### src/rtl/subq_pkg.sv
`timescale 1ns/1ps
package subq_pkg;
   localparam int NUM_SRC = 2;
   typedef enum logic {SRC_A = 1'b0, SRC_B = 1'b1} src_sel_e;
endpackage

### src/rtl/subq_prio_enc.sv
`timescale 1ns/1ps
// Fixed priority encoder: lowest set request bit wins.
module subq_prio_enc #(
   parameter int W = 16,
   localparam int IW = (W > 1) ? $clog2(W) : 1
) (
   input  logic [W-1:0]  req,
   output logic          any,
   output logic [IW-1:0] idx
);
   if (W < 2) begin : g_bad_width
      $error("subq_prio_enc: W must be at least 2");
   end

   always_comb begin
      any = |req;
      idx = '0;
      for (int i = W - 1; i >= 0; i--) begin
         if (req[i]) idx = IW'(i);
      end
   end
endmodule

### src/rtl/subq_slot_pick.sv
`timescale 1ns/1ps
// Picks a free subscriber slot of one producer, skipping slots claimed
// earlier in the same dispatch.
module subq_slot_pick #(
   parameter int SLOTS = 2,
   localparam int SW = $clog2(SLOTS)
) (
   input  logic [SLOTS-1:0] busy,
   input  logic [SLOTS-1:0] taken,
   output logic             ok,
   output logic [SW-1:0]    pick,
   output logic [SLOTS-1:0] pick_oh
);
   subq_prio_enc #(.W(SLOTS)) u_enc (
      .req (~busy & ~taken),
      .any (ok),
      .idx (pick)
   );

   assign pick_oh = ok ? (SLOTS'(1) << pick) : '0;
endmodule

### src/rtl/subq_issue_queue.sv
`timescale 1ns/1ps
module subq_issue_queue
   import subq_pkg::*;
#(
   parameter int ENTRIES = 16,
   parameter int SLOTS   = 2,
   parameter int PAY_W   = 8,
   localparam int IW = $clog2(ENTRIES),
   localparam int SW = $clog2(SLOTS)
) (
   input  logic             clk,
   input  logic             rst_n,
   input  logic             flush,
   input  logic             disp_valid,
   input  logic             disp_src0_vld,
   input  logic [IW-1:0]    disp_src0_idx,
   input  logic             disp_src1_vld,
   input  logic [IW-1:0]    disp_src1_idx,
   input  logic [PAY_W-1:0] disp_payload,
   output logic             disp_ready,
   output logic [IW-1:0]    disp_idx,
   output logic             full,
   input  logic             iss_allow,
   output logic             iss_valid,
   output logic [IW-1:0]    iss_idx,
   output logic [PAY_W-1:0] iss_payload
);
   if (ENTRIES < 2 || (1 << IW) != ENTRIES) begin : g_bad_entries
      $error("subq_issue_queue: ENTRIES must be a power of two >= 2");
   end
   if (SLOTS < 2 || (1 << SW) != SLOTS) begin : g_bad_slots
      $error("subq_issue_queue: SLOTS must be a power of two >= 2");
   end
   if (NUM_SRC != 2) begin : g_bad_src
      $error("subq_issue_queue: exactly two sources are supported");
   end

   // ---------------- state ----------------
   logic [ENTRIES-1:0]   valid_q;
   logic [NUM_SRC-1:0]   rdy_q  [ENTRIES];
   logic [PAY_W-1:0]     pay_q  [ENTRIES];
   logic [SLOTS-1:0]     sv_q   [ENTRIES];
   logic [IW-1:0]        sidx_q [ENTRIES][SLOTS];
   src_sel_e             ssrc_q [ENTRIES][SLOTS];

   // ---------------- select ----------------
   logic [ENTRIES-1:0] eligible;
   for (genvar e = 0; e < ENTRIES; e++) begin : g_elig
      assign eligible[e] = valid_q[e] & (&rdy_q[e]) & iss_allow;
   end

   subq_prio_enc #(.W(ENTRIES)) u_select (
      .req (eligible),
      .any (iss_valid),
      .idx (iss_idx)
   );
   assign iss_payload = pay_q[iss_idx];

   // ---------------- allocation ----------------
   logic          have_free;
   logic [IW-1:0] alloc_idx;

   subq_prio_enc #(.W(ENTRIES)) u_alloc (
      .req (~valid_q),
      .any (have_free),
      .idx (alloc_idx)
   );
   assign full     = ~have_free;
   assign disp_idx = alloc_idx;

   // ---------------- subscription ----------------
   logic             need0, need1, ok0, ok1;
   logic [SW-1:0]    pick0, pick1;
   logic [SLOTS-1:0] oh0, oh1, taken1;

   assign need0 = disp_src0_vld & valid_q[disp_src0_idx]
                & ~(iss_valid && iss_idx == disp_src0_idx);
   assign need1 = disp_src1_vld & valid_q[disp_src1_idx]
                & ~(iss_valid && iss_idx == disp_src1_idx);
   assign taken1 = (need0 && disp_src0_idx == disp_src1_idx) ? oh0 : '0;

   subq_slot_pick #(.SLOTS(SLOTS)) u_pick0 (
      .busy    (sv_q[disp_src0_idx]),
      .taken   ('0),
      .ok      (ok0),
      .pick    (pick0),
      .pick_oh (oh0)
   );
   subq_slot_pick #(.SLOTS(SLOTS)) u_pick1 (
      .busy    (sv_q[disp_src1_idx]),
      .taken   (taken1),
      .ok      (ok1),
      .pick    (pick1),
      .pick_oh (oh1)
   );

   logic disp_fire;
   assign disp_ready = have_free & (~need0 | ok0) & (~need1 | ok1);
   assign disp_fire  = disp_valid & disp_ready & ~flush;

   // ---------------- control state ----------------
   always_ff @(posedge clk) begin
      if (!rst_n || flush) begin
         valid_q <= '0;
         for (int e = 0; e < ENTRIES; e++) begin
            rdy_q[e] <= '0;
            sv_q[e]  <= '0;
         end
      end else begin
         if (iss_valid) begin
            valid_q[iss_idx] <= 1'b0;
            sv_q[iss_idx]    <= '0;
            for (int s = 0; s < SLOTS; s++) begin
               if (sv_q[iss_idx][s])
                  rdy_q[sidx_q[iss_idx][s]][ssrc_q[iss_idx][s]] <= 1'b1;
            end
         end
         if (disp_fire) begin
            valid_q[alloc_idx]       <= 1'b1;
            rdy_q[alloc_idx][SRC_A]  <= ~need0;
            rdy_q[alloc_idx][SRC_B]  <= ~need1;
            if (need0) sv_q[disp_src0_idx][pick0] <= 1'b1;
            if (need1) sv_q[disp_src1_idx][pick1] <= 1'b1;
         end
      end
   end

   // ---------------- data state (no reset needed) ----------------
   always_ff @(posedge clk) begin
      if (disp_fire) begin
         pay_q[alloc_idx] <= disp_payload;
         if (need0) begin
            sidx_q[disp_src0_idx][pick0] <= alloc_idx;
            ssrc_q[disp_src0_idx][pick0] <= SRC_A;
         end
         if (need1) begin
            sidx_q[disp_src1_idx][pick1] <= alloc_idx;
            ssrc_q[disp_src1_idx][pick1] <= SRC_B;
         end
      end
   end

   // ---------------- assertions ----------------
   p_flush_empties_r11: assert property (@(posedge clk) disable iff (!rst_n)
      flush |=> (valid_q == '0));

   p_issue_frees_r9: assert property (@(posedge clk) disable iff (!rst_n)
      (iss_valid && !flush) |=> !valid_q[$past(iss_idx)]);

   p_alloc_takes_r2: assert property (@(posedge clk) disable iff (!rst_n)
      disp_fire |=> (valid_q[$past(alloc_idx)]
                     && pay_q[$past(alloc_idx)] == $past(disp_payload)));

   for (genvar s = 0; s < SLOTS; s++) begin : g_wake_chk
      p_wake_r5: assert property (@(posedge clk) disable iff (!rst_n)
         (iss_valid && !flush && sv_q[iss_idx][s])
            |=> rdy_q[$past(sidx_q[iss_idx][s])][$past(ssrc_q[iss_idx][s])]);
   end

   for (genvar e = 0; e < ENTRIES; e++) begin : g_live_chk
      for (genvar s = 0; s < SLOTS; s++) begin : g_slot
         p_sub_waiting_r4: assert property (@(posedge clk) disable iff (!rst_n)
            sv_q[e][s] |-> (valid_q[e] && valid_q[sidx_q[e][s]]
                            && !rdy_q[sidx_q[e][s]][ssrc_q[e][s]]));
      end
   end
endmodule

### config.mk
export PLATFORM = sky130hd
export DESIGN_NAME = subq_issue_queue
export DESIGN_NICKNAME = d
export VERILOG_FILES = /design/src/rtl/subq_pkg.sv /design/src/rtl/subq_prio_enc.sv /design/src/rtl/subq_slot_pick.sv /design/src/rtl/subq_issue_queue.sv
export SDC_FILE = /design/constraint.sdc
export NUM_CORES = 1
export LEC_CHECK = 0
export BUFFER_PORTS_ARGS = -buffer_cell sky130_fd_sc_hd__buf_2
export CAP_MARGIN = 20
export CORE_ASPECT_RATIO = 2
export CORE_MARGIN = 2
export CORE_UTILIZATION = 55
export DETAILED_ROUTE_END_ITERATION = 10
export PLACE_DENSITY = 0.7
export SYNTH_ARGS = -nofsm -noshare
export SYNTH_HDL_FRONTEND = slang
export SYNTH_SLANG_ARGS = --single-unit
### constraint.sdc
create_clock -name clk -period 5.1 [get_ports clk]
set_clock_uncertainty 0.15 [all_clocks]
set_input_delay 0.255 -clock clk [delete_from_list [all_inputs] [get_ports clk]]
set_output_delay 0.255 -clock clk [all_outputs]
set_load 0.01 [all_outputs]
==> results of run 1 <==
==> state kept, by name (all words and copies together), names as in the netlist <==
name     count
rdy_q       32
ssrc_q      32
sidx_q     128
valid_q     16
sv_q        32
pay_q      128
==> power by group through the flow <==
stage               Sequential (mW)  Combinational (mW)  Clock [mW]
floorplan                      3.25              0.0743           0
global placement               3.25               0.126           0
detailed placement             3.25               0.129           0
CTS                            3.18               0.134        2.27
global route                   3.18               0.145        2.37
finish                         3.18               0.137        2.25
==> metrics by stage <==
step	setup WS, ns	hold WS, ns
after global placement	0.522	0.276
after detailed placement	0.511	0.279
final	0.264	0.0454
after CTS	0.254	0.0443
after floorplan	1.41	0.204
after global routing	0.0848	0.111
==> final cells by class <==
type	count	area [um2]	share of cell area
clock inverter	20	139	0.00748
inverter	10	40.0	0.00216
multi-input combinational	883	6590	0.355
clock buffer	37	798	0.0430
timing repair buffer	91	616	0.0331
sequential	368	9930	0.535
tap	372	465	0.0251
==> path summary, 6_finish.rpt <==
kind	from	end	slack, ns	cells past startpoint
max reg2reg	valid_q[0]	rdy_q[0][1]	0.45	11
max	valid_q[0]	iss_payload[7]	0.26	8
min	disp_src0_idx[3]	ssrc_q[6][1]	0.05	4
min reg2reg	ssrc_q[11][0]	ssrc_q[11][0]	0.29	2
==> cell families (layout without fill, tap and decap cells) <==
group / after synthesis / count (layout)
DFF: 368 / 368
xor gates and xnor gates: 8 / 8
muxes: 106 / 106
AOI/OAI and AO/OA: 329 / 329
and+or+nand+nor: 440 / 440
buffers and inverters: 100 / 158
==> repair_timing <==
| item | CTS | global route |
|---|---|---|
| hold buffers | 9 | 0 |
| endpoints found under the setup margin | 0 | 0 |
| hold endpoints to repair | 129 | 0 |
| gates resized for setup | 0 | 0 |
==> layer usage <==
layer  wire length, um  global-route usage  vias up  share of wire
li1                  -                   -     5411              -
met1             21000               0.458     6229           0.40
met2             24100               0.490      768           0.46
met3              4480              0.0360      152          0.085
met4              2930               0.168        0          0.056
met5                 0                   0        -              0
==> layout by cell type (no fill, tap or decap), drive strengths merged, types with 18 or more instances in the layout <==
cell	netlist	final
a211oi	32	32
a21oi	58	58
a221oi	18	18
a22o	43	43
a22oi	36	36
a31oi	40	40
a32o	18	18
and2	19	19
buf	39	82
clkbuf	51	37
dfxtp	112	112
edfxtp	256	256
mux2i	44	44
mux4	60	60
nand2	166	166
nand3	37	37
nand4	39	39
nor2	94	94
nor2b	19	19
==> critical path, cell delays in order (launching register included) <==
cell,delay (ns)
dfxtp_1,0.55
nand4_1,0.52
a21bo_2,0.42
o41a_4,0.30
buf_4,0.76
mux4_2,0.62
a22oi_1,0.38
nand2_1,0.09
buf_2,0.15
==> results by group, run 1 <==
Power and ir drop
  • Peak VDD IR: between 200 and 300 uV
  • Int Pwr: around 4.4 mW
  • PwrDens: 300 nW/um2
  • Clk pwr share: 0.404
  • Pwr Total: roughly 5.6 mW
  • Power share of the sequential group: 0.571
  • Comb power frac: 0.025
  • P_leak: 6.12 nW
  • Sw frac: 0.211
  • Switching component of the power: between 1 and 1.5 mW

Clock network
  • Htree depth: 1
  • Number of setup buffers added after CTS: 0
  • CTS tree: done
  • Deepest clock path buffer count: 3
  • Clock Latency Late Sink: about 0.58 ns
  • Clk slew on worst S/H paths: around 0.08 ns
  • Clock root buffer: clkbuf_16
  • CTS Buf Count: 31
  • Clk sinks: roughly 370

Synth
  • Cell Area, Synth: around 17000 um2
  • Synth unique cells: 82
  • Largest family of logic cells by synthesized area: compound AO/OA/AOI/OAI gates
  • #FFs+latches synth: roughly 370
  • Commonest cells post-synth: 256 x edfxtp_1, 166 x nand2_1, 112 x dfxtp_1
  • Synth Warn #: 0
  • Post-synth top area cell: edfxtp_1
  • Synth Area per Inst: around 13 um2
  • Ys flop type: edfxtp_1
  • Dominant cell by count in the synthesized netlist: edfxtp_1
  • Synth Area in Adders: 0
  • Sequential area share after synthesis: 0.585
  • Synth top area share: 0.453
  • Top cells by area, synth: edfxtp_1 45%, dfxtp_1 13%, mux4_2 8.0%
  • Number of enable flip-flop cells after synthesis: 256
  • Post-Synth Simple-Gate Area: 0.129
  • Syn_nets: between 1000 and 1500
  • Proportion of synthesized area in mux cells: 0.107
  • Synth async-reset ratio: 0
  • Synth Area in Compound Gates: 0.147
  • Synth Area in XOR/XNOR: 0.00413
  • Syn Inst Count: 1351

Routing
  • DRC: 0
  • Vias: roughly 13000
  • Antenna viol nets, final: 0
  • 1st-iter DRT viols: approximately 1600
  • Post-DR wirelength/cell: about 29 um
  • Post-DR vias/cell: 7.05
  • Routed wire length: 52500 um
  • TritonRoute pass-1 iters: 6

STA
  • Final setup viols: 0
  • Crit share post-route: 0.948
  • Fmax: 0.207 GHz
  • Unrepaired setup endpoints after global routing: false
  • Final max-slew violation count: 0
  • Post-route minimum period: between 4 and 5 ns
  • Measured slew at the worst slew-check pin: 1.06 ns
  • Slew Limit Headroom: 0.285
  • Setup_tns: 0 ns
  • Final hold vios: 0

Final layout
  • Number of antenna diodes: 0
  • Nets@finish: 1408
  • Final cell count without fillers: 1781
  • Finished Cell Area: roughly 19000 um2
  • P&R area growth vs syn: 9.40%
  • Final core utilization: 0.606
  • Fill count: between 2000 and 2500
  • Share of layout cells above drive strength 1: 0.163

Place
  • Buffers on Ports: ~40
  • Hpwl dp: about 36000 um
  • Routability cong.: 0.980
  • Placed cell count: between 1500 and 2000
  • Area post-placement: approximately 18000 um2

Critical path
  • CP Capture Type: primary output
  • Arrival @ worst endpoint: 4.43 ns
  • CP Max Fanout: 49
  • Worst Setup Path Type: reg2out
  • Startpoint types: register
  • Req. time, crit path: 4.70 ns

Floorplanning
  • Die width: approximately 130 um
  • Num rows: between 90 and 100
  • Die height: 252 um
  • Die area: 32400 um2
  • Top Ports: 42
  • Core area: 30600 um2
  • Starting Density: 0.554

GRT
  • Vias in the first global route: around 12000
  • Total GRT Usage: 0.322
  • First-pass GRT wire length: ~77000 um
  • Pin count of the biggest net entering global routing: 50
  • Initial antenna violation count: 0
  • Total grt overflow: 0

Run status
  • Outcome: complete, no violations

Flow run
  • Max cap viols: 0

Worst hold path
  • Min-Delay Path Class: in2reg
Note: power is estimated with default switching activity, not from simulation.
==> run 2, diff against run 1 <==
Settings changed: CTS_BUF_LIST set to sky130_fd_sc_hd__clkbuf_2 sky130_fd_sc_hd__clkbuf_4 sky130_fd_sc_hd__clkbuf_8, SLEW_MARGIN set to 0.
==> run 2 against run 1 <==
Count of clock-buffer cells in the layout increased by 26. Largest cell class unchanged. Maximum frequency decreased by 1.9%. Combinational power about the same. Global-route usage increased by 0.20 points.
==> results by group, run 2 (synthesis gave the netlist of run 1 again) <==
Final layout
  • Area occupied by multi-input gates: 6590 um2 (unchanged)
  • Number of antenna diodes: 0 (unchanged)
  • Fill count: 2420 (was 2411)
  • Register area: 9930 um2 (unchanged)
  • Commonest non-fill, non-tap cell in the layout: edfxtp_1 (unchanged)
  • Top Registers: pay_q x128, sidx_q x128 (unchanged)
  • P&R area growth vs syn: 10.0% (was 9.40%)
  • Nets@finish: 1426 (was 1408)
  • Share of layout cells above drive strength 1: 0.186 (was 0.163)
  • Finished Cell Area: 18700 um2 (was 18600 um2)
  • Commonest non-fill, non-tap cells in the layout: 256 x edfxtp_1, 166 x nand2_1, 112 x dfxtp_1 (unchanged)

Clock network
  • Clk slew on worst S/H paths: 0.07 ns (was 0.08 ns)
  • Htree depth: 2 (was 1)
  • Post-CTS Resized: 0 (unchanged)
  • CTS Buf Count: 49 (was 31)
  • Number of setup buffers added after CTS: 0 (unchanged)
  • Clk sinks: 368 (unchanged)
  • CTS tree: done (unchanged)
  • Clock Latency Late Sink: 0.63 ns (was 0.58 ns)
  • Clock root buffer: clkbuf_8 (was clkbuf_16)
  • Hold_buf cts: 9 (unchanged)
  • Deepest clock path buffer count: 3 (unchanged)

Place
  • Area post-placement: 17500 um2 (unchanged)
  • Hpwl dp: 36500 um (unchanged)
  • Routability cong.: 0.980 (unchanged)
  • Buffers on Ports: 41 (unchanged)
  • Place WS: 0.511 ns (unchanged)

Power and ir drop
  • P_leak: 6.21 nW (was 6.12 nW)
  • Pwr Total: 5.68 mW (was 5.57 mW)
  • Peak VDD IR: 244 uV (was 283 uV)
  • PwrDens: 304 nW/um2 (was 300 nW/um2)

Critical path
  • CP Capture Type: primary output (unchanged)
  • Worst Setup Path Type: reg2out (unchanged)
  • CP Max Fanout: 49 (unchanged)
  • Req. time, crit path: 4.70 ns (about the same)
  • Arrival @ worst endpoint: 4.52 ns (was 4.43 ns)
  • R2r setup slk: 0.41 ns (was 0.45 ns)
  • Startpoint types: register (unchanged)

GRT
  • Initial antenna violation count: 0 (unchanged)
  • Total grt overflow: 0 (unchanged)
  • Vias in the first global route: 12200 (was 12100)
  • Pin count of the biggest net entering global routing: 50 (unchanged)
  • First-pass GRT wire length: 77300 um (was 77200 um)
  • Total GRT Usage: 0.324 (was 0.322)

Routing
  • DRC: 0 (unchanged)
  • Vias: 12700 (was 12600)
  • Post-DR vias/cell: 6.98 (was 7.05)
  • Antenna viol nets, final: 0 (unchanged)
  • TritonRoute pass-1 iters: 6 (unchanged)
  • Routed wire length: 52400 um (was 52500 um)
  • Post-DR wirelength/cell: 28.9 um (was 29.5 um)
  • 1st-iter DRT viols: 1410 (was 1556)

STA
  • Setup_tns: 0 ns (unchanged)
  • Fmax: 0.203 GHz (was 0.207 GHz)
  • Hold slack: 0.0186 ns (was 0.0454 ns)
  • Final setup viols: 0 (unchanged)
  • Final max-slew violation count: 0 (unchanged)
  • Post-route minimum period: 4.93 ns (was 4.84 ns)
  • Measured slew at the worst slew-check pin: 1.01 ns (was 1.06 ns)
  • Crit share post-route: 0.966 (was 0.948)
  • Final hold vios: 0 (unchanged)
  • Slew Limit Headroom: 0.319 (was 0.285)
  • Unrepaired setup endpoints after global routing: false (unchanged)
  • Worst setup slack after layout: 0.171 ns (was 0.264 ns)

Floorplanning
  • Die width: 128 um (unchanged)
  • Top Ports: 42 (unchanged)
  • Core area: 30600 um2 (unchanged)
  • Die height: 252 um (unchanged)
  • Starting Density: 0.554 (unchanged)
  • Die area: 32400 um2 (unchanged)
  • Num rows: 91 (unchanged)

Run status
  • Outcome: complete, no violations (unchanged)

Flow run
  • Max cap viols: 0 (unchanged)

Worst hold path
  • Min-Delay Path Class: in2reg (unchanged)
-- run 2: cell type report --
type	instances	area share
flip-flops and latches	368	0.532
multi-input cells	883	0.353
clock inverters	28	0.0135
repair buffers	91	0.0330
well taps	372	0.0249
clock buffers	63	0.0424
inverters	10	0.00214
-- run 2: metal layers --
| metal | wire length (um) | track usage | up-vias |
|---|---|---|---|
| met5 | 0 | 0 | - |
| met4 | 3280 | 0.178 | 0 |
| met3 | 4300 | 0.0483 | 162 |
| met2 | 23800 | 0.488 | 741 |
| met1 | 21000 | 0.453 | 6312 |
| li1 | - | - | 5458 |
-- run 2: worst max-delay path: stages, from the launching register on --
cell	delay (ns)
dfxtp_1	0.58
nand4_1	0.54
a21bo_2	0.42
o41a_4	0.30
buf_4	0.76
mux4_2	0.61
a22oi_1	0.38
nand2_1	0.10
buf_2	0.15
-- run 2: stage by stage --
step	cells	utilization
2_1_floorplan	1351	-
3_3_place_gp	1714	0.573
3_5_place_dp	1714	0.573
4_1_cts	1814	0.610
5_1_grt	1815	0.610
6_report	1815	0.610
-- run 2: report_power, final --
part	total [mW]	switching, mW	leakage [nW]	internal (mW)
logic	0.137	0.0958	2.54	0.0410
clock network	2.36	1.12	0.540	1.24
registers	3.18	0.00311	3.13	3.18
-- run 2: path summary, 6_finish.rpt --
check / cells after the start / start / to
max: 8 / valid_q[0] / iss_payload[7]
min reg2reg: 2 / ssrc_q[11][0] / ssrc_q[11][0]
max reg2reg: 11 / valid_q[0] / rdy_q[0][1]
min: 4 / disp_src0_idx[3] / ssrc_q[6][1]
==> run 3, diff against run 2 <==
Clock period 5.1 ns to 4.97 ns, I/O delays scaled along.
==> run 3 against run 2 <==
First-iteration DRC count up 15%. Die area unchanged. Register-to-register slack better by 0.07 ns. Clock power up 11%. Routed wire length up 0.75%. Global-route usage up 0.69 points. Flip-flop and latch count unchanged. Cell area up 0.69%. Power up 6.4%.
==> results by group, run 3 (synthesis gave the netlist of run 1 again) <==
Routing
  • DRC: 0 (unchanged)
  • Post-DR wirelength/cell: 29.0 um (was 28.9 um)
  • Antenna viol nets, final: 0 (unchanged)
  • TritonRoute pass-1 iters: 6 (unchanged)
  • Post-DR vias/cell: 7.02 (was 6.98)
  • Vias: 12800 (was 12700)
  • 1st-iter DRT viols: 1616 (was 1410)
  • Routed wire length: 52800 um (was 52400 um)

STA
  • Measured slew at the worst slew-check pin: 1.12 ns (was 1.01 ns)
  • Post-route minimum period: about 4.5 ns
  • Slew Limit Headroom: 0.249 (was 0.319)
  • Hold slack: 0.163 ns (was 0.0186 ns)
  • Crit share post-route: 0.914
  • Final hold vios: 0 (unchanged)
  • Worst setup slack after layout: 0.427 ns (was 0.171 ns)
  • Final max-slew violation count: 0 (unchanged)
  • Final setup viols: 0 (unchanged)
  • Unrepaired setup endpoints after global routing: false (unchanged)
  • Setup_tns: 0 ns (unchanged)
  • Fmax: approximately 0.22 GHz

Critical path
  • R2r setup slk: 0.48 ns (was 0.41 ns)
  • Crit path from: valid_q[7] (was valid_q[0])
  • CP max stage delay: 0.50 ns (was 0.76 ns)
  • Slowest CP cell: dfxtp_1 (was buf_4)
  • CP Capture Point: iss_payload[4] (was iss_payload[7])
  • Req. time, crit path: 4.57 ns (was 4.70 ns)
  • Crit path max-delay family: buffers and inverters (was compound AO/OA/AOI/OAI gates)
  • Crit path buf inv count: 4 (was 2)
  • Cells along the critical path: nand4_1, a211o_1, a31oi_4, nor2_2, inv_4, buf_4, buf_4, mux4_2, a22oi_1, nand2_1, buf_2 (was nand4_1, a21bo_2, o41a_4, buf_4, mux4_2, a22oi_1, nand2_1, buf_2)
  • CP Max Fanout: 36 (was 49)
  • Arrival @ worst endpoint: 4.14 ns (was 4.52 ns)
  • Most frequent CP cell: buf_4
  • FF-to-FF path depth: 13 (was 11)
  • R2R Path Start: valid_q[0] (unchanged)
  • CP Capture Type: primary output (unchanged)
  • Worst Setup Path Type: reg2out (unchanged)
  • Reg2reg end: rdy_q[9][1] (was rdy_q[0][1])
  • WP depth: 11 (was 8)
  • Startpoint types: register (unchanged)

Place
  • Buffers on Ports: 41 (unchanged)
  • Routability cong.: 1.04 (was 0.980)
  • Hpwl dp: 36100 um (was 36500 um)
  • Area post-placement: 17600 um2 (was 17500 um2)
  • Place WS: 0.527 ns (was 0.511 ns)

Floorplanning
  • Top Ports: 42 (unchanged)
  • Starting Density: 0.554 (unchanged)
  • Die area: 32400 um2 (unchanged)
  • Num rows: 91 (unchanged)
  • Core area: 30600 um2 (unchanged)
  • Die height: 252 um (unchanged)
  • Die width: 128 um (unchanged)

Flow run
  • Max cap viols: 0 (unchanged)

Power and ir drop
  • PwrDens: 321 nW/um2 (was 304 nW/um2)
  • Peak VDD IR: 367 uV (was 244 uV)
  • Pwr Total: 6.04 mW (was 5.68 mW)
  • P_leak: 6.29 nW (was 6.21 nW)

GRT
  • Initial antenna violation count: 0 (unchanged)
  • Pin count of the biggest net entering global routing: 49 (was 50)
  • Total GRT Usage: 0.331 (was 0.324)
  • Vias in the first global route: 12700 (was 12200)
  • First-pass GRT wire length: 78900 um (was 77300 um)
  • Total grt overflow: 0 (unchanged)

Final layout
  • Commonest non-fill, non-tap cells in the layout: 256 x edfxtp_1, 166 x nand2_1, 112 x dfxtp_1 (unchanged)
  • Share of layout cells above drive strength 1: 0.188 (was 0.186)
  • P&R area growth vs syn: 10.8% (was 10.0%)
  • Number of antenna diodes: 0 (unchanged)
  • Commonest non-fill, non-tap cell in the layout: edfxtp_1 (unchanged)
  • Fill count: 2400 (was 2420)
  • Top Registers: pay_q x128, sidx_q x128 (unchanged)
  • Nets@finish: 1434 (was 1426)
  • Finished Cell Area: 18800 um2 (was 18700 um2)

Clock network
  • Deepest clock path buffer count: 3 (unchanged)
  • Htree depth: 2 (unchanged)
  • Clock root buffer: clkbuf_8 (unchanged)
  • CTS tree: done (unchanged)
  • Clock Latency Late Sink: 0.61 ns (was 0.63 ns)
  • Clk slew on worst S/H paths: 0.07 ns (about the same)
  • Clk sinks: 368 (unchanged)
  • Number of setup buffers added after CTS: 0 (unchanged)
  • CTS Buf Count: 51 (was 49)

Run status
  • Outcome: complete, no violations (unchanged)

Worst hold path
  • Hold_sp: disp_src1_idx[3] (was disp_src0_idx[3])
  • Min-Delay Path Class: in2reg (unchanged)
[run 3: worst min path at each step]
stage | slack [ns] | cells after the start | endpoint
global placement | 0.28 | 2 | ssrc_q[11][0]
floorplan | 0.20 | 0 | pay_q[0][0]
detailed placement | 0.29 | 2 | ssrc_q[10][0]
CTS | 0.11 | 5 | sv_q[5][1]
global route | 0.18 | 5 | sv_q[1][1]
finish | 0.16 | 4 | sv_q[3][0]
[run 3: metal layers]
metal	wire length [um]	global-route usage
met1	19600	0.433
met2	24600	0.511
met3	5320	0.0718
met4	3310	0.188
met5	0	0
[run 3: through the flow]
step / cells / util
final: 1821 / 0.614
after global routing: 1821 / 0.614
after CTS: 1821 / 0.614
after detailed placement: 1720 / 0.574
after global placement: 1719 / 0.573
after floorplan: 1351 / -
[run 3: report_power, final]
| group | leakage, nW | total (mW) | switching (mW) | internal, mW |
|---|---|---|---|---|
| clock | 0.599 | 2.63 | 1.16 | 1.47 |
| sequential | 3.13 | 3.26 | 0.00262 | 3.26 |
| combinational | 2.57 | 0.145 | 0.101 | 0.0438 |
[run 3: layout make-up]
class	instances	area [um2]	area share
clock buffer	65	838	0.0446
multi-input combinational	883	6590	0.350
inverter	10	40.0	0.00213
tap	372	465	0.0247
clock inverter	26	299	0.0159
sequential	368	9930	0.528
timing repair buffer	97	651	0.0346
[run 3: timing repair]
action                    CTS  global route
resized for setup           0             0
hold buffers               10             0
hold endpoints to repair  129             0
[run 3: tightest hold or removal path, delay by kind of cell]
family / cells / cell delay (ns)
and+or+nand+nor: 2 / 0.26
buffers and inverters: 1 / 0.27
AOI/OAI and AO/OA: 1 / 0.08
